==> config.mk <==
export PLATFORM = sky130hd
export DESIGN_NAME = sar_swseq_ctrl
export DESIGN_NICKNAME = d
export VERILOG_FILES = /design/src/rtl/sar_swseq_pkg.sv /design/src/rtl/sar_phase_seq.sv /design/src/rtl/sar_cap_bank.sv /design/src/rtl/sar_code_reg.sv /design/src/rtl/sar_swseq_ctrl.sv
export SDC_FILE = /design/constraint.sdc
export NUM_CORES = 1
export LEC_CHECK = 0
export ABC_AREA = 1
export BUFFER_PORTS_ARGS = -buffer_cell sky130_fd_sc_hd__buf_2
export CORE_ASPECT_RATIO = 1.75
export CORE_MARGIN = 4
export CORE_UTILIZATION = 40
export DETAILED_ROUTE_END_ITERATION = 8
export PLACE_DENSITY = 0.59
export SYNTH_ARGS = -nofsm -noshare
export SYNTH_HDL_FRONTEND = slang
export SYNTH_SLANG_ARGS = --single-unit
==> constraint.sdc <==
create_clock -name clk -period 2.05 [get_ports clk]
set_input_delay 0.205 -clock clk [delete_from_list [all_inputs] [get_ports clk]]
set_output_delay 0.205 -clock clk [all_outputs]
set_load 0.01 [all_outputs]
==> src/rtl/sar_swseq_pkg.sv <==
package sar_swseq_pkg;

    typedef enum logic [1:0] {
        PH_IDLE   = 2'd0,
        PH_SAMPLE = 2'd1,
        PH_CONV   = 2'd2
    } phase_e;

    // bottom-plate select of one capacitor weight on both arrays
    typedef struct packed {
        logic pos;
        logic neg;
    } cap_pair_t;

endpackage

==> src/rtl/sar_phase_seq.sv <==
module sar_phase_seq
    import sar_swseq_pkg::*;
#(
    parameter int N   = 10,
    parameter int SLW = 8,
    localparam int IW = $clog2(N)
) (
    input  logic           clk,
    input  logic           rst_n,
    input  logic           start_i,
    input  logic [SLW-1:0] samp_len_i,
    output phase_e         phase_o,
    output logic [IW-1:0]  bit_idx_o,
    output logic           clear_o,
    output logic           load_o,
    output logic           last_o
);

    typedef struct packed {
        phase_e         phase;
        logic [SLW-1:0] cnt;
        logic [IW-1:0]  bidx;
    } seq_t;

    seq_t s_d, s_q;

    always_comb begin
        s_d     = s_q;
        clear_o = 1'b0;
        load_o  = 1'b0;
        last_o  = 1'b0;
        case (s_q.phase)
            PH_IDLE: begin
                if (start_i) begin
                    s_d.phase = PH_SAMPLE;
                    s_d.cnt   = (samp_len_i == '0) ? '0 : samp_len_i - 1'b1;
                    clear_o   = 1'b1;
                end
            end
            PH_SAMPLE: begin
                if (s_q.cnt == '0) begin
                    s_d.phase = PH_CONV;
                    s_d.bidx  = IW'(N - 1);
                    load_o    = 1'b1;
                end else begin
                    s_d.cnt = s_q.cnt - 1'b1;
                end
            end
            PH_CONV: begin
                if (s_q.bidx == '0) begin
                    s_d.phase = PH_IDLE;
                    last_o    = 1'b1;
                end else begin
                    s_d.bidx = s_q.bidx - 1'b1;
                end
            end
            default: s_d.phase = PH_IDLE;
        endcase
    end

    always_ff @(posedge clk or negedge rst_n) begin
        if (!rst_n) begin
            s_q <= '{phase: PH_IDLE, cnt: '0, bidx: '0};
        end else begin
            s_q <= s_d;
        end
    end

    assign phase_o   = s_q.phase;
    assign bit_idx_o = s_q.bidx;

endmodule

==> src/rtl/sar_cap_bank.sv <==
module sar_cap_bank
    import sar_swseq_pkg::*;
#(
    parameter int N = 10,
    localparam int NC = N - 1,
    localparam int IW = $clog2(N)
) (
    input  logic          clk,
    input  logic          rst_n,
    input  logic          clear_i,
    input  logic          load_i,
    input  logic          decide_i,
    input  logic [IW-1:0] bit_idx_i,
    input  logic          cmp_i,
    output logic [NC-1:0] sel_p_o,
    output logic [NC-1:0] sel_n_o
);

    for (genvar k = 0; k < NC; k++) begin : g_cap
        // the heaviest weight starts at ground and can only rise;
        // every lighter weight starts at the assistant reference and can only fall
        localparam logic IS_TOP = (k == NC - 1);
        localparam logic [IW-1:0] OWNER = IW'(k + 1);

        cap_pair_t c_d, c_q;
        logic      hit_neg;

        assign hit_neg = (cmp_i == IS_TOP);

        always_comb begin
            c_d = c_q;
            if (clear_i) begin
                c_d = '0;
            end else if (load_i) begin
                c_d.pos = !IS_TOP;
                c_d.neg = !IS_TOP;
            end else if (decide_i && bit_idx_i == OWNER) begin
                if (hit_neg) c_d.neg = IS_TOP;
                else         c_d.pos = IS_TOP;
            end
        end

        always_ff @(posedge clk or negedge rst_n) begin
            if (!rst_n) c_q <= '0;
            else        c_q <= c_d;
        end

        assign sel_p_o[k] = c_q.pos;
        assign sel_n_o[k] = c_q.neg;
    end

endmodule

==> src/rtl/sar_code_reg.sv <==
module sar_code_reg #(
    parameter int N = 10,
    localparam int IW = $clog2(N)
) (
    input  logic          clk,
    input  logic          rst_n,
    input  logic          clear_i,
    input  logic          decide_i,
    input  logic          last_i,
    input  logic [IW-1:0] bit_idx_i,
    input  logic          cmp_i,
    output logic [N-1:0]  code_o,
    output logic          done_o
);

    typedef struct packed {
        logic [N-1:0] work;
        logic [N-1:0] code;
        logic         done;
    } acc_t;

    acc_t r_d, r_q;

    always_comb begin
        r_d      = r_q;
        r_d.done = 1'b0;
        if (clear_i) r_d.work = '0;
        if (decide_i) begin
            for (int i = 0; i < N; i++) begin
                if (bit_idx_i == IW'(i)) r_d.work[i] = cmp_i;
            end
        end
        if (last_i) begin
            r_d.code = r_d.work;
            r_d.done = 1'b1;
        end
    end

    always_ff @(posedge clk or negedge rst_n) begin
        if (!rst_n) r_q <= '0;
        else        r_q <= r_d;
    end

    assign code_o = r_q.code;
    assign done_o = r_q.done;

endmodule

==> src/rtl/sar_swseq_ctrl.sv <==
module sar_swseq_ctrl
    import sar_swseq_pkg::*;
#(
    parameter int N   = 10,
    parameter int SLW = 8
) (
    input  logic           clk,
    input  logic           rst_n,
    input  logic           start_i,
    input  logic [SLW-1:0] samp_len_i,
    input  logic           cmp_i,
    output logic           samp_top_o,
    output logic           samp_bot_o,
    output logic           strobe_o,
    output logic [N-2:0]   sel_p_o,
    output logic [N-2:0]   sel_n_o,
    output logic [N-1:0]   code_o,
    output logic           done_o
);

    localparam int IW = $clog2(N);

    phase_e        phase;
    logic [IW-1:0] bit_idx;
    logic          clear, load, last, deciding;

    sar_phase_seq #(.N(N), .SLW(SLW)) u_seq (
        .clk        (clk),
        .rst_n      (rst_n),
        .start_i    (start_i),
        .samp_len_i (samp_len_i),
        .phase_o    (phase),
        .bit_idx_o  (bit_idx),
        .clear_o    (clear),
        .load_o     (load),
        .last_o     (last)
    );

    assign deciding = (phase == PH_CONV);

    sar_cap_bank #(.N(N)) u_bank (
        .clk       (clk),
        .rst_n     (rst_n),
        .clear_i   (clear),
        .load_i    (load),
        .decide_i  (deciding),
        .bit_idx_i (bit_idx),
        .cmp_i     (cmp_i),
        .sel_p_o   (sel_p_o),
        .sel_n_o   (sel_n_o)
    );

    sar_code_reg #(.N(N)) u_code (
        .clk       (clk),
        .rst_n     (rst_n),
        .clear_i   (clear),
        .decide_i  (deciding),
        .last_i    (last),
        .bit_idx_i (bit_idx),
        .cmp_i     (cmp_i),
        .code_o    (code_o),
        .done_o    (done_o)
    );

    assign samp_top_o = (phase == PH_SAMPLE);
    assign samp_bot_o = (phase == PH_SAMPLE);
    assign strobe_o   = deciding;

endmodule

==> results.md <==
- Run status: finished clean
- Post-synth EDFFs: 0
- Layout area overhead: 13.4%
- Uppermost routed layer: met4
- Hold Path Class: in2async
- Setup ws final: 0.421 ns
- Post-synth net total: 378
- R2R cell count: 7
- Synth warn: 0
- Comb power frac: 45.1%
- Clock skew: 0.00636 ns
- Setup Slack @ Placement: 0.412 ns
- Clk pwr share: 20.8%
- Post-CTS Hold Fix Bufs: 0
- Total track usage: 15.7%
- Worst-path fanout max: 13
- Fin crit share: 79.4%
- Critical path start-end classification: reg2reg
- Critical Path RT: 2.24 ns
- ANT nets after route: 0
- Ys flop type: dfrtp_1
- Via count: 2306
- Initial DRC count: 131
- Post-synthesis compound-gate area fraction: 8.61%
- H-tree depth: 2
- Maximum clock frequency: 614 MHz
- Post-Synth Adder-Cell Area: 5.09%
- Reg clk slew, reported paths: 0.07 ns
- Post-synthesis area per instance: 8.33 um^2
- Post-Place Cells: 469
- Largest net degree at the start of global routing: 53
- Post-layout power: 4820 uW
- Simple-gate share of the synthesized area: 32.0%
- Die area: 8860 um^2
- Worst slew margin: 54.9%
- Die H: 122 um
- Clk buf depth: 2
- Leakage: 0.00174 uW
- Met3 routed WL: 254 um
- Worst-Skew Late Latency: 0.30 ns
- Post-Synth XOR/XNOR Area: 1.19%
- WL final: 6400 um
- Vias/cell: 4.83
- Synth cell types: 32
- RD Place Congestion: 0.800
- Num ports: 44
- Register area: 1300 um^2
- CORE AREA: 7180 um^2
- Post-synthesis register bit count: 52
- Setup tns final: 0 ns
- Pin slew with the least headroom to its limit: 0.676 ns
- Multi-input gate area: 1380 um^2
- Sink Count: 52
- Met2 routed WL: 3590 um
- Share of cells above drive strength 1: 27.9%
- Sw Share: 42.0%
- Number of fill cells: 733
- Synthesized cell area: 2950 um^2
- CTS Root Cell: clkbuf_16
- Initial Util: 41.1%
- Initial antenna violation count: 0
- Post-synth ARST share: 100%
- Antenna cells: 0
- Post-CTS setup buffers: 0
- Drt wl/cell: 13.4 um
- Residual DRC: 0
- Final setup violating endpoints: 0
- Share of total power in sequential cells: 34.2%
- Slew Viols, Final: 0
- Num CTS Buffers: 5
- Worst IR Drop VDD: 0.433 mV
- Cell Rows: 41
- Number of global-route vias before repair: 2318
- Tmin final: 1.63 ns
- Cell Int Power: 2790 uW
- First-pass GRT wire length: 10700 um
- Sequential share of the synthesized area: 44.1%
- Detailed Place HPWL: 5000 um
- Sw power: 2020 uW
- Die width: 72.9 um
- Post-synthesis mux area share: 0%
- TritonRoute pass-1 iters: 4
- Fin nets: 414
- Port bufs: 43
- Max-cap violations: 0
- Setup crit end kind: flop
- Placed cell area: 3170 um^2
- Largest family of logic cells by synthesized area: simple AND/OR/NAND/NOR gates
- Post-route cell area: 3340 um^2
- PwrDens: 1440 nW/um^2
- Final hold viol count: 0
- Post-Synthesis Cells: 354
- Critical path launch point type: flop
- Total gr overflow: 0
- Final cell count without fillers: 477
- Met1 Wirelength: 2400 um
- RSZ-0062 raised after global routing: no
- Post-CTS sizing: 0
- CTS tree: done
- Worst endpoint data arrival time: 1.82 ns
## synth_stat cells (2+ instances only)
cell,instances,area (um^2)
o21ai_1,12,60.1
buf_2,3,15.0
xnor2_1,2,17.5
a21oi_1,6,30.0
nor2_1,13,48.8
buf_4,14,105
a21oi_2,10,87.6
dfrtp_1,52,1300
nor2_2,8,50.1
nand2_1,131,492
nor2_8,2,40.0
inv_2,8,30.0
nor3_4,2,32.5
ha_1,12,150
nand3_1,20,100
o21ai_0,5,25.0
nor2_4,4,45.0
xor2_1,2,17.5
nand4_1,3,18.8
buf_6,2,22.5
nand2_4,2,22.5
inv_1,20,75.1
inv_4,2,12.5
o21ai_2,5,43.8
nand2_2,7,43.8
## path summary, 6_finish.rpt
check | from | end | slack, ns
min in group clk | cmp_i | u_code.code_o[0]$_DFFE_PN0N_ | 0.27
min reg2reg | u_code.code_o[2]$_DFFE_PN0N_ | u_code.code_o[2]$_DFFE_PN0N_ | 0.48
max | u_seq.bit_idx_o[0]$_DFFE_PN0P_ | u_code.code_o[8]$_DFFE_PN0N_ | 0.42
min | rst_n | u_code.code_o[0]$_DFFE_PN0N_ | 0.02
max reg2reg | u_seq.bit_idx_o[0]$_DFFE_PN0P_ | u_code.code_o[8]$_DFFE_PN0N_ | 0.42
max in group asynchronous | rst_n | u_bank.sel_p_o[7]$_DFFE_PN0P_ | 1.57
## layout by cell type (no fill, tap or decap)
cell,n
nor2_2,8
clkbuf_8,1
bufinv_16,1
buf_2,43
o21ai_2,5
nand2_2,7
nand3_2,1
nand2_1,131
nor2_1,13
clkinv_4,1
a22oi_1,1
or2_4,1
ha_1,12
nand4_4,1
inv_4,2
nand2_4,2
o21ai_1,12
xnor2_1,2
clkinv_1,1
o21ai_0,5
and3_1,1
nor2_8,2
nor3_1,1
nor3_4,2
inv_1,20
buf_4,5
nor2_4,4
a21oi_2,10
nand3_1,20
nand4_1,3
a21oi_1,6
dfrtp_1,52
xor2_1,2
clkbuf_16,5
inv_2,8
## routing by layer
metal / track usage, % / vias up
li1: - / 1181
met1: 15.8 / 1071
met2: 29.9 / 44
met3: 3.06 / 10
met4: 7.16 / 0
met5: 0 / -
## power groups by stage
stage                     Clock, uW  Sequential [uW]  Combinational [uW]
final                          1000             1650                2170
after global routing           1050             1700                2450
after CTS                      1020             1650                2220
after detailed placement          0             1670                2210
after global placement            0             1660                2180
after floorplan                   0             1670                1720
## state kept, by name, summed over array words and instances (netlist names)
register / count
u_bank.sel_p_o: 9
u_seq.phase_o: 2
u_code.r_q: 9
u_code.done_o: 1
u_seq.s_q: 8
u_bank.sel_n_o: 9
u_seq.bit_idx_o: 4
u_code.code_o: 10
## layout make-up
cell class	instances	share of cell area, %
Multi-Input combinational cell	252	41.4
Sequential cell	52	38.9
Timing Repair Buffer	48	7.56
Clock buffer	6	4.15
Inverter	31	3.63
Tap cell	86	3.22
Clock inverter	2	1.16
## worst max-delay path, cell delays in order, from the launching register on
cell     delay (ns)
dfrtp_1        0.42
inv_1          0.18
ha_1           0.21
nand2_2        0.14
nor2_8         0.27
inv_2          0.15
nand2_1        0.10
nand2_1        0.05
## metrics by stage
step | utilization [%] | hold slack [ns]
6_report | 46.6 | 0.0152
5_1_grt | 46.6 | 0.0780
4_1_cts | 46.6 | 0.0538
3_5_place_dp | 44.1 | 0.371
3_3_place_gp | 44.1 | 0.371
2_1_floorplan | - | -0.0906
## logic make-up after synthesis
kind of cell | Yosys count
DFF | 52
and+or+nand+nor | 197
AOI/OAI and AO/OA | 39
buffers and inverters | 50
adders and majority gates | 12
xor gates and xnor gates | 4
Note: power is estimated with default switching activity, not from simulation.
